File: config.mk
export PLATFORM = sky130hd
export DESIGN_NAME = dual_tmr8
export DESIGN_NICKNAME = d
export VERILOG_FILES = /design/src/rtl/dual_tmr8_pkg.sv /design/src/rtl/tmr8_flag.sv /design/src/rtl/tmr8_chan.sv /design/src/rtl/dual_tmr8.sv
export SDC_FILE = /design/constraint.sdc
export NUM_CORES = 1
export LEC_CHECK = 0
export BUFFER_PORTS_ARGS = -buffer_cell sky130_fd_sc_hd__buf_2
export CAP_MARGIN = 30
export CORE_MARGIN = 2
export CORE_UTILIZATION = 40
export DETAILED_ROUTE_END_ITERATION = 8
export MAX_ROUTING_LAYER = met4
export SETUP_SLACK_MARGIN = 0.5
export SLEW_MARGIN = 20
export SYNTH_ARGS = -nofsm -noshare
export SYNTH_HDL_FRONTEND = slang
export SYNTH_SLANG_ARGS = --single-unit
File: constraint.sdc
create_clock -name clk -period 3.8 [get_ports clk]
set_clock_uncertainty 0.2 [all_clocks]
set_input_delay 0 -clock clk [delete_from_list [all_inputs] [get_ports clk]]
set_output_delay 0 -clock clk [all_outputs]
set_load 0.01 [all_outputs]
File: src/rtl/dual_tmr8_pkg.sv
package dual_tmr8_pkg;
  localparam int unsigned ADDR_W = 3;
  localparam int unsigned NUM_CH = 2;
  localparam int unsigned CH_LO  = 0;
  localparam int unsigned CH_HI  = 1;
  localparam int unsigned NIB_W  = 4;
  localparam int unsigned CSR_W  = NIB_W * NUM_CH;

  localparam logic [ADDR_W-1:0] A_CSR   = 3'd0;
  localparam logic [ADDR_W-1:0] A_CNT_H = 3'd1;
  localparam logic [ADDR_W-1:0] A_CMP_H = 3'd2;
  localparam logic [ADDR_W-1:0] A_CNT_L = 3'd3;
  localparam logic [ADDR_W-1:0] A_CMP_L = 3'd4;

  // per-channel nibble of the status byte, MSB first
  typedef struct packed {
    logic ovf;
    logic cmf;
    logic ovie;
    logic clr_sel;
  } ch_csr_t;
endpackage

File: src/rtl/tmr8_flag.sv
module tmr8_flag (
  input  logic clk,
  input  logic rst_n,
  input  logic hw_set,
  input  logic rd_csr,
  input  logic wr_csr,
  input  logic wr_bit,
  output logic flag
);
  logic armed_q, armed_n, flag_n, clr_hit;

  always_comb begin
    clr_hit = wr_csr & ~wr_bit & armed_q;
    flag_n  = hw_set | (flag & ~clr_hit);
    if (clr_hit)
      armed_n = 1'b0;
    else if (rd_csr & flag)
      armed_n = 1'b1;
    else
      armed_n = armed_q;
  end

  always_ff @(posedge clk or negedge rst_n) begin
    if (!rst_n) begin
      flag    <= 1'b0;
      armed_q <= 1'b0;
    end else begin
      flag    <= flag_n;
      armed_q <= armed_n;
    end
  end

  // only hardware can raise a flag
  p_rise_by_hw_r7: assert property (@(posedge clk) disable iff (!rst_n)
    $rose(flag) |-> $past(hw_set));

  // a flag falls only after an armed zero-write
  p_fall_needs_arm_r8: assert property (@(posedge clk) disable iff (!rst_n)
    $fell(flag) |-> $past(armed_q && wr_csr && !wr_bit));

  // hardware set beats a clearing write
  p_set_wins_r10: assert property (@(posedge clk) disable iff (!rst_n)
    hw_set |=> flag);
endmodule

File: src/rtl/tmr8_chan.sv
module tmr8_chan #(
  parameter int unsigned CNT_W = 8
) (
  input  logic             clk,
  input  logic             rst_n,
  input  logic             tick,
  input  logic             clr_sel,
  input  logic             cnt_we,
  input  logic             cmp_we,
  input  logic [CNT_W-1:0] wdata,
  output logic [CNT_W-1:0] cnt,
  output logic [CNT_W-1:0] cmp,
  output logic             ovf_evt,
  output logic             cmf_evt
);
  localparam logic [CNT_W-1:0] CNT_TOP = '1;
  localparam logic [CNT_W-1:0] ONE     = CNT_W'(1);

  logic             match;
  logic [CNT_W-1:0] cnt_n, cmp_n;

  always_comb begin
    match   = (cnt == cmp);
    cmf_evt = tick & match;
    ovf_evt = tick & (cnt == CNT_TOP);
    if (cnt_we)
      cnt_n = wdata;
    else if (tick)
      cnt_n = (clr_sel && match) ? '0 : cnt + ONE;
    else
      cnt_n = cnt;
    cmp_n = cmp_we ? wdata : cmp;
  end

  always_ff @(posedge clk or negedge rst_n) begin
    if (!rst_n) begin
      cnt <= '0;
      cmp <= '1;
    end else begin
      cnt <= cnt_n;
      cmp <= cmp_n;
    end
  end

  // compare-clear mode restarts at zero
  p_clear_on_match_r6: assert property (@(posedge clk) disable iff (!rst_n)
    (tick && !cnt_we && clr_sel && match) |=> (cnt == '0));

  // free counting adds one per tick
  p_free_run_r3: assert property (@(posedge clk) disable iff (!rst_n)
    (tick && !cnt_we && !(clr_sel && match)) |=> (cnt == $past(cnt) + ONE));

  // a bus write overrides the tick
  p_write_wins_r12: assert property (@(posedge clk) disable iff (!rst_n)
    cnt_we |=> (cnt == $past(wdata)));
endmodule

File: src/rtl/dual_tmr8.sv
module dual_tmr8
  import dual_tmr8_pkg::*;
#(
  parameter int unsigned CNT_W = 8
) (
  input  logic              clk,
  input  logic              rst_n,
  input  logic [ADDR_W-1:0] bus_addr,
  input  logic              bus_wr,
  input  logic [CNT_W-1:0]  bus_wdata,
  input  logic              bus_rd,
  output logic [CNT_W-1:0]  bus_rdata,
  input  logic              tick_hi,
  input  logic              tick_lo,
  output logic              irq_hi,
  output logic              irq_lo
);
  // reset: asynchronous assert, synchronous release
  logic [1:0] rst_pipe;
  logic       rst_n_s;

  always_ff @(posedge clk or negedge rst_n) begin
    if (!rst_n) rst_pipe <= 2'b00;
    else        rst_pipe <= {rst_pipe[0], 1'b1};
  end
  assign rst_n_s = rst_pipe[1];

  logic              csr_wr, csr_rd;
  logic [NUM_CH-1:0] tick_v, ovf_v, cmf_v, ovf_evt, cmf_evt;
  logic [NUM_CH-1:0] ovie_q, ovie_n, clrs_q, clrs_n;
  logic [NUM_CH-1:0] cnt_we, cmp_we, irq_v;
  logic [CNT_W-1:0]  cnt_v [NUM_CH];
  logic [CNT_W-1:0]  cmp_v [NUM_CH];
  logic [CSR_W-1:0]  csr;

  assign tick_v[CH_LO] = tick_lo;
  assign tick_v[CH_HI] = tick_hi;
  assign csr_wr = bus_wr & (bus_addr == A_CSR);
  assign csr_rd = bus_rd & (bus_addr == A_CSR);

  // control bits: next state
  always_comb begin
    ovie_n = ovie_q;
    clrs_n = clrs_q;
    if (csr_wr) begin
      for (int c = 0; c < NUM_CH; c++) begin
        ovie_n[c] = bus_wdata[c*NIB_W + 1];
        clrs_n[c] = bus_wdata[c*NIB_W + 0];
      end
    end
  end

  always_ff @(posedge clk or negedge rst_n_s) begin
    if (!rst_n_s) begin
      ovie_q <= '0;
      clrs_q <= '0;
    end else begin
      ovie_q <= ovie_n;
      clrs_q <= clrs_n;
    end
  end

  for (genvar ch = 0; ch < NUM_CH; ch++) begin : g_ch
    localparam logic [ADDR_W-1:0] A_CNT = (ch == CH_HI) ? A_CNT_H : A_CNT_L;
    localparam logic [ADDR_W-1:0] A_CMP = (ch == CH_HI) ? A_CMP_H : A_CMP_L;
    ch_csr_t nib;

    assign cnt_we[ch] = bus_wr & (bus_addr == A_CNT);
    assign cmp_we[ch] = bus_wr & (bus_addr == A_CMP);

    tmr8_chan #(.CNT_W(CNT_W)) u_chan (
      .clk     (clk),
      .rst_n   (rst_n_s),
      .tick    (tick_v[ch]),
      .clr_sel (clrs_q[ch]),
      .cnt_we  (cnt_we[ch]),
      .cmp_we  (cmp_we[ch]),
      .wdata   (bus_wdata),
      .cnt     (cnt_v[ch]),
      .cmp     (cmp_v[ch]),
      .ovf_evt (ovf_evt[ch]),
      .cmf_evt (cmf_evt[ch])
    );

    tmr8_flag u_ovf (
      .clk    (clk),
      .rst_n  (rst_n_s),
      .hw_set (ovf_evt[ch]),
      .rd_csr (csr_rd),
      .wr_csr (csr_wr),
      .wr_bit (bus_wdata[ch*NIB_W + 3]),
      .flag   (ovf_v[ch])
    );

    tmr8_flag u_cmf (
      .clk    (clk),
      .rst_n  (rst_n_s),
      .hw_set (cmf_evt[ch]),
      .rd_csr (csr_rd),
      .wr_csr (csr_wr),
      .wr_bit (bus_wdata[ch*NIB_W + 2]),
      .flag   (cmf_v[ch])
    );

    assign nib.ovf     = ovf_v[ch];
    assign nib.cmf     = cmf_v[ch];
    assign nib.ovie    = ovie_q[ch];
    assign nib.clr_sel = clrs_q[ch];
    assign csr[ch*NIB_W +: NIB_W] = nib;
    assign irq_v[ch]   = ovf_v[ch] & ovie_q[ch];
  end

  assign irq_hi = irq_v[CH_HI];
  assign irq_lo = irq_v[CH_LO];

  always_comb begin
    case (bus_addr)
      A_CSR:   bus_rdata = CNT_W'(csr);
      A_CNT_H: bus_rdata = cnt_v[CH_HI];
      A_CMP_H: bus_rdata = cmp_v[CH_HI];
      A_CNT_L: bus_rdata = cnt_v[CH_LO];
      A_CMP_L: bus_rdata = cmp_v[CH_LO];
      default: bus_rdata = '0;
    endcase
  end

  // interrupt drops one cycle after an enable-off write
  p_irq_off_r11: assert property (@(posedge clk) disable iff (!rst_n_s)
    (csr_wr && !bus_wdata[CH_LO*NIB_W + 1]) |=> !irq_lo);
endmodule

==> impl_metrics.env, run 1 <==
export IMPL_htree_levels=2
export IMPL_setup_viol=0
export IMPL_max_vdd_ir_drop_mv=0.1935
export IMPL_overflow=0
export IMPL_m1WireLength_um=3643
export IMPL_slew_headroom=0.4382
export IMPL_cp_start_kind="register"
export IMPL_rsz0062_at_grt="false"
export IMPL_area_growth_syn_to_layout_pct=14.91
export IMPL_wl_per_cell_um=17.35
export IMPL_die_width_um=87.60
export IMPL_min_from="bus_addr[2]"
export IMPL_io_pins=27
export IMPL_route_detailed_drc=0
export IMPL_firstDrtPassIters=4
export IMPL_max_cap_violations=0
export IMPL_die_y_um=87.60
export IMPL_routed_wl_um=7080
export IMPL_hp_class="in2reg"
export IMPL_reg2regPathDepth=5
export IMPL_cts_root_buffer="clkbuf_8"
export IMPL_worstHoldEndpoint="g_ch[1].u_ovf.armed_q"
export IMPL_via_per_inst=5.488
export IMPL_yosysTopAreaCell="dfrtp_1"
export IMPL_critPathKind="reg2reg"
export IMPL_clk_latency_ns=0.30
export IMPL_cp_max_fo=4
export IMPL_min_period_over_period=0.6240
export IMPL_timing_rr_end="g_ch[1].u_chan.cnt[1]"
export IMPL_drive_gt1_frac=0.2308
export IMPL_final_cell_area_um2=3212
export IMPL_port_buffers=26
export IMPL_ys_async_sr_fraction=1.000
export IMPL_fill_cells=639
export IMPL_cts_tree="yes"
export IMPL_start_util=0.4114
export IMPL_placed_cell_area_um2=2982
export IMPL_synth_seq_cells=46
export IMPL_hold_slack_ns=0.05407
export IMPL_antenna_cells=0
export IMPL_cts_sinks=46
export IMPL_ys_flop_type="dfrtp_1"
export IMPL_yosysUniqueCellTypes=48
export IMPL_nets=330
export IMPL_yosys_warnings=0
export IMPL_synth_cells=280
export IMPL_grtUsageTotal=0.2036
export IMPL_yosys_top_cells_area="dfrtp_1 (27%), dfstp_2 (15%), mux2_2 (6.4%)"
export IMPL_clkTransAtPathRegs_ns=0.09
export IMPL_synth_commonest_cells="dfrtp_1 (30), nand2_1 (17), xnor2_1 (17)"
export IMPL_antenna_found_initial=0
export IMPL_maxSlewViolCount=0
export IMPL_reg2reg_slack_ns=1.43
export IMPL_syn_nets=299
export IMPL_yosysTopAreaCellShare=0.2686
export IMPL_post_cts_resized=0
export IMPL_period_needed_ns=2.371
export IMPL_numCtsBuffers=5
export IMPL_fp_coreArea_um2=6794
export IMPL_whs_path_depth=4
export IMPL_crit_required_ns=3.79
export IMPL_placementRows=30
export IMPL_met3_wirelength_um=362
export IMPL_avgSynthCellArea_um2=9.983
export IMPL_post_cts_buffers=0
export IMPL_leakage_nw=1.314
export IMPL_fmax_mhz=421.7
export IMPL_drt_iter0_drc=124
export IMPL_clockBufferDepth=2
export IMPL_antenna_left=0
export IMPL_grt_max_degree=24
export IMPL_highest_layer="met4"
export IMPL_grt_first_pass_wirelength_um=11590
export IMPL_grt_pass1_vias=2137
export IMPL_yosysMostFrequentCell="dfrtp_1"
export IMPL_fin_tns_setup_ns=0
export IMPL_fp_dieArea_um2=7673
export IMPL_status="finished, final reports clean"
export IMPL_vias=2239
export IMPL_netlist_area_um2=2795
export IMPL_synth_seq_area_share=0.4190
export IMPL_hold_viol=0
export IMPL_gp_congestion=0.8887
export IMPL_synth_edf_count=0
export IMPL_crit_path_end_kind="register"
export IMPL_wl_met2_um=2990
export IMPL_arrival_ns=2.36
export IMPL_dp_hpwl_um=5118
export IMPL_tightest_slew_ns=0.8310
export IMPL_power_density_nw_per_um2=492.9
export IMPL_r2r_start="g_ch[1].u_chan.cmp[1]"
-- registers in the layout (all words and copies together) (netlist names) --
| register | cells |
|---|---|
| clrs_q | 2 |
| g_ch.u_chan.cmp | 16 |
| g_ch.u_chan.cnt | 16 |
| g_ch.u_cmf.armed_q | 2 |
| g_ch.u_cmf.flag | 2 |
| g_ch.u_ovf.armed_q | 2 |
| g_ch.u_ovf.flag | 2 |
| ovie_q | 2 |
| rst_pipe | 2 |
-- worst max path at each step --
stage                               start                     to  slack, ns  depth (start not counted)
floorplan           g_ch[1].u_chan.cnt[4]  g_ch[1].u_chan.cnt[2]       2.14                          5
global placement    g_ch[1].u_chan.cmp[1]  g_ch[1].u_chan.cnt[4]       1.86                          4
detailed placement  g_ch[1].u_chan.cmp[1]  g_ch[1].u_chan.cnt[4]       1.85                          4
CTS                 g_ch[1].u_chan.cmp[1]  g_ch[1].u_chan.cnt[1]       1.42                          5
global route        g_ch[1].u_chan.cnt[0]  g_ch[1].u_chan.cnt[1]       1.20                          5
finish              g_ch[1].u_chan.cmp[1]  g_ch[1].u_chan.cnt[1]       1.43                          5
-- critical path, stage by stage, from the launching register on --
cell and delay [ns]:
dfstp_2 0.56, xnor2_1 0.14, nand4_1 0.20, nor3_1 0.43, o21ai_0 0.16, dlygate4sd3_1 0.58
-- placed cells by master, fill, tap and decap left out, drive strengths merged, types with 2 or more instances in the layout --
cell type	n
nor3b	4
a21oi	14
inv	6
nand3	7
nand2	17
and4	3
a32o	3
buf	27
dlygate4sd3	14
o22ai	7
nor2	16
and4b	2
o311ai	3
nor3	10
dfstp	16
and2	3
mux2	20
mux2i	15
xnor2	17
ha	2
nand4	11
o31ai	7
or3	4
nor4	2
o21ai	17
clkbuf	8
and3	10
xor2	4
dfrtp	30
-- stage by stage --
stage	total power (W)	worst slack (ns)	cells	utilization
floorplan	0.001121	2.137	280	-
global placement	0.001246	1.861	385	0.4348
detailed placement	0.001260	1.850	386	0.4389
CTS	0.001592	1.424	408	0.4727
global route	0.001699	1.197	408	0.4727
finish	0.001583	1.429	408	0.4727
-- metal layers --
| metal | vias to the layer above | track usage |
|---|---|---|
| li1 | 1100 | - |
| met1 | 1070 | 0.3063 |
| met2 | 61 | 0.2865 |
| met3 | 8 | 0.02828 |
| met4 | 0 | 0.05455 |
| met5 | - | - |
-- report_power, final --
| group | internal (W) | switching (W) |
|---|---|---|
| clock | 0.000149 | 0.000164 |
| sequential | 0.000636 | 0.000170 |
| combinational | 0.000250 | 0.000214 |
| total | 0.00103 | 0.000548 |
-- timing repair --
action                                 4_1_cts  5_1_grt
setup endpoints to repair                    0        0
endpoints found under the hold margin       46        0
hold buffers                                14        0
-- layout make-up --
class,instances,area (µm²),area share
Tap cell,96,120.1,0.03740
Multi-Input combinational cell,211,1509,0.4698
Timing Repair Buffer,41,297.8,0.09272
Inverter,6,22.52,0.007012
Sequential cell,46,1172,0.3650
Clock buffer,8,90.09,0.02805
-- cells by family after synthesis --
kind of cell | after synthesis | share of synthesized area
adders and majority gates | 2 | 0.008951
xor gates and xnor gates | 21 | 0.06580
buffers and inverters | 23 | 0.04118
other | 1 | 0.001342
and+or+nand+nor | 95 | 0.1965
AOI/OAI and AO/OA | 56 | 0.1249
muxes | 36 | 0.1423
DFF | 46 | 0.4190
Note: power is estimated with default switching activity, not from simulation.
==> run 2: changes to the inputs <==
Clock period 3.8 ns to 1.9 ns, I/O delays scaled along.
==> run 2 against run 1 <==
Power increased by 140%; die area did not move; clock power grew 100%; via count rose by 13%; non-clock buffer count up 39; routed wire length up 16%; first-iteration DRC count grew 55%; sequential power rose by 100%; register-to-register slack lost 1.3 ns; worst setup slack got worse by 1.4 ns; critical path type is now reg2out; largest power group unchanged.
==> impl_metrics.env, run 2 (synthesis results as in run 1) <==
export IMPL_via_per_inst=5.664
export IMPL_nets=369
export IMPL_timing_rr_end="g_ch[1].u_chan.cnt[2]"
export IMPL_seqCellArea_um2=1182
export IMPL_status="finished, final reports clean"
export IMPL_placementRows=30
export IMPL_clk_latency_ns=0.30
export IMPL_cts_root_buffer="clkbuf_8"
export IMPL_reg2regPathDepth=5
export IMPL_crit_path_end_kind="output pin"
export IMPL_max_vdd_ir_drop_mv=0.5487
export IMPL_grt_use_met1=0.3174
export IMPL_firstDrtPassIters=4
export IMPL_wl_per_cell_um=18.35
export IMPL_numCtsBuffers=5
export IMPL_hold_viol=0
export IMPL_fp_coreArea_um2=6794
export IMPL_cts_sinks=46
export IMPL_gp_congestion=0.8228
export IMPL_fp_dieArea_um2=7673
export IMPL_fmax_mhz=539.4
export IMPL_reg2reg_slack_ns=0.10
export IMPL_crit_required_ns=1.70
export IMPL_power_density_nw_per_um2=996.2
export IMPL_tightest_slew_ns=0.5964
export IMPL_post_route_util=0.5591
export IMPL_drive_gt1_frac=0.4416
export IMPL_p_comb_frac=0.403
export IMPL_area_growth_syn_to_layout_pct=35.90
export IMPL_arrival_ns=1.65
export IMPL_final_common_cell="buf_4"
export IMPL_seqPwrFrac=0.430
export IMPL_slew_headroom=0.6024
export IMPL_die_y_um=87.60
export IMPL_start_util=0.4114
export IMPL_switchingPower_w=0.001354
export IMPL_grt_max_degree=45
export IMPL_io_pins=27
export IMPL_met3_usage=0.03299
export IMPL_cp_max_fo=2
export IMPL_critPathLaunch="g_ch[0].u_chan.cnt[5]"
export IMPL_pre_cts_ws_ns=0.1621
export IMPL_multi_input_area_um2=1783
export IMPL_top_usage_layer="met2"
export IMPL_routed_wl_um=8201
export IMPL_layout_cells_non_filler=447
export IMPL_critPathKind="reg2out"
export IMPL_cp_start_kind="register"
export IMPL_crit_end="bus_rdata[5]"
export IMPL_grtUsageTotal=0.2268
export IMPL_vias=2532
export IMPL_rsz0062_at_grt="true"
export IMPL_overflow=0
export IMPL_layout_common_cells="buf_4 (34), buf_2 (25), dfrtp_1 (21)"
export IMPL_leakage_nw=1.622
export IMPL_hp_class="in2reg"
export IMPL_setup_viol=0
export IMPL_maxSlewViolCount=0
export IMPL_p_int_w=0.002430
export IMPL_swShare=0.3579
export IMPL_max_cap_violations=0
export IMPL_antenna_left=0
export IMPL_clkTransAtPathRegs_ns=0.08
export IMPL_grt_pass1_vias=2389
export IMPL_htree_levels=2
export IMPL_met2_usage=0.3533
export IMPL_reg_top3="g_ch.u_chan.cmp: 16 flops, g_ch.u_chan.cnt: 16 flops"
export IMPL_min_period_over_period=0.9758
export IMPL_r2r_start="g_ch[1].u_chan.cmp[6]"
export IMPL_grt_first_pass_wirelength_um=12760
export IMPL_fill_cells=597
export IMPL_route_detailed_drc=0
export IMPL_period_needed_ns=1.854
export IMPL_antenna_cells=0
export IMPL_dp_hpwl_um=5479
export IMPL_drt_iter0_drc=192
export IMPL_placedCellCount=402
export IMPL_fin_ws_ns=0.04601
export IMPL_clockBufferDepth=2
export IMPL_port_buffers=26
export IMPL_antenna_found_initial=0
export IMPL_cts_tree="yes"
export IMPL_die_width_um=87.60
export IMPL_p_clk_frac=0.167
-- run 2: cell count changes in the layout (fill, tap and decap cells not counted), sizes merged --
cell,before,now
clkinv,0,1
clkbuf,8,7
buf,27,66
-- run 2: repair_timing --
item | CTS | global route
buffers inserted | 16 | 7
hold endpoints to repair | 46 | 0
gates cloned | 0 | 0
gates resized for setup | 31 | 23
setup endpoints to repair | 27 | 28
hold buffers | 14 | 0
pin swaps | 37 | 21
-- run 2: power by group through the flow --
| stage | logic, W | clock network (W) | registers (W) |
|---|---|---|---|
| 6_report | 0.00152 | 0.000634 | 0.00163 |
| 5_1_grt | 0.00164 | 0.000696 | 0.00166 |
| 4_1_cts | 0.00134 | 0.000648 | 0.00161 |
| 3_5_place_dp | 0.00104 | 0 | 0.00161 |
| 3_3_place_gp | 0.00103 | 0 | 0.00160 |
| 2_1_floorplan | 0.000836 | 0 | 0.00149 |
-- run 2: area by class of cell --
| cell class | instances | area share |
|---|---|---|
| clock buffers | 7 | 0.02273 |
| inverters | 6 | 0.005929 |
| repair buffers | 80 | 0.1578 |
| well taps | 96 | 0.03162 |
| clock inverters | 1 | 0.001318 |
| multi-input cells | 211 | 0.4694 |
| flip-flops and latches | 46 | 0.3113 |
-- run 2: routing by layer --
layer / wire length, µm / share of wire
met1: 3870 / 0.47
met2: 3833 / 0.47
met3: 429 / 0.052
met4: 68 / 0.0083
met5: 0 / 0
-- run 2: critical path: stages, from the launching register on --
cell and delay, ns:
dfrtp_1 0.40, buf_6 0.13, mux4_2 0.47, a32o_2 0.24, buf_6 0.12
-- run 2: per-stage QoR --
step	setup TNS [ns]	hold slack [ns]	power, W	area (µm²)
final	0	0.06594	0.003784	3799
after global routing	-0.004119	0.08185	0.003998	3799
after CTS	0	0.02855	0.003595	3630
after detailed placement	0	-0.4119	0.002644	3143
after global placement	0	-0.4160	0.002630	3143
after floorplan	0	-0.4956	0.002326	2872
-- run 2: how the worst min path moves through the flow --
| stage | startpoint | to | slack [ns] | cells after the start |
|---|---|---|---|---|
| 2_1_floorplan | rst_n | rst_pipe[0] | -0.50 | 0 |
| 3_3_place_gp | rst_n | rst_pipe[0] | -0.42 | 1 |
| 3_5_place_dp | rst_n | rst_pipe[0] | -0.41 | 1 |
| 4_1_cts | tick_lo | g_ch[0].u_chan.cnt[0] | 0.03 | 4 |
| 5_1_grt | tick_lo | g_ch[0].u_chan.cnt[1] | 0.08 | 4 |
| 6_report | tick_lo | g_ch[0].u_chan.cnt[2] | 0.07 | 4 |
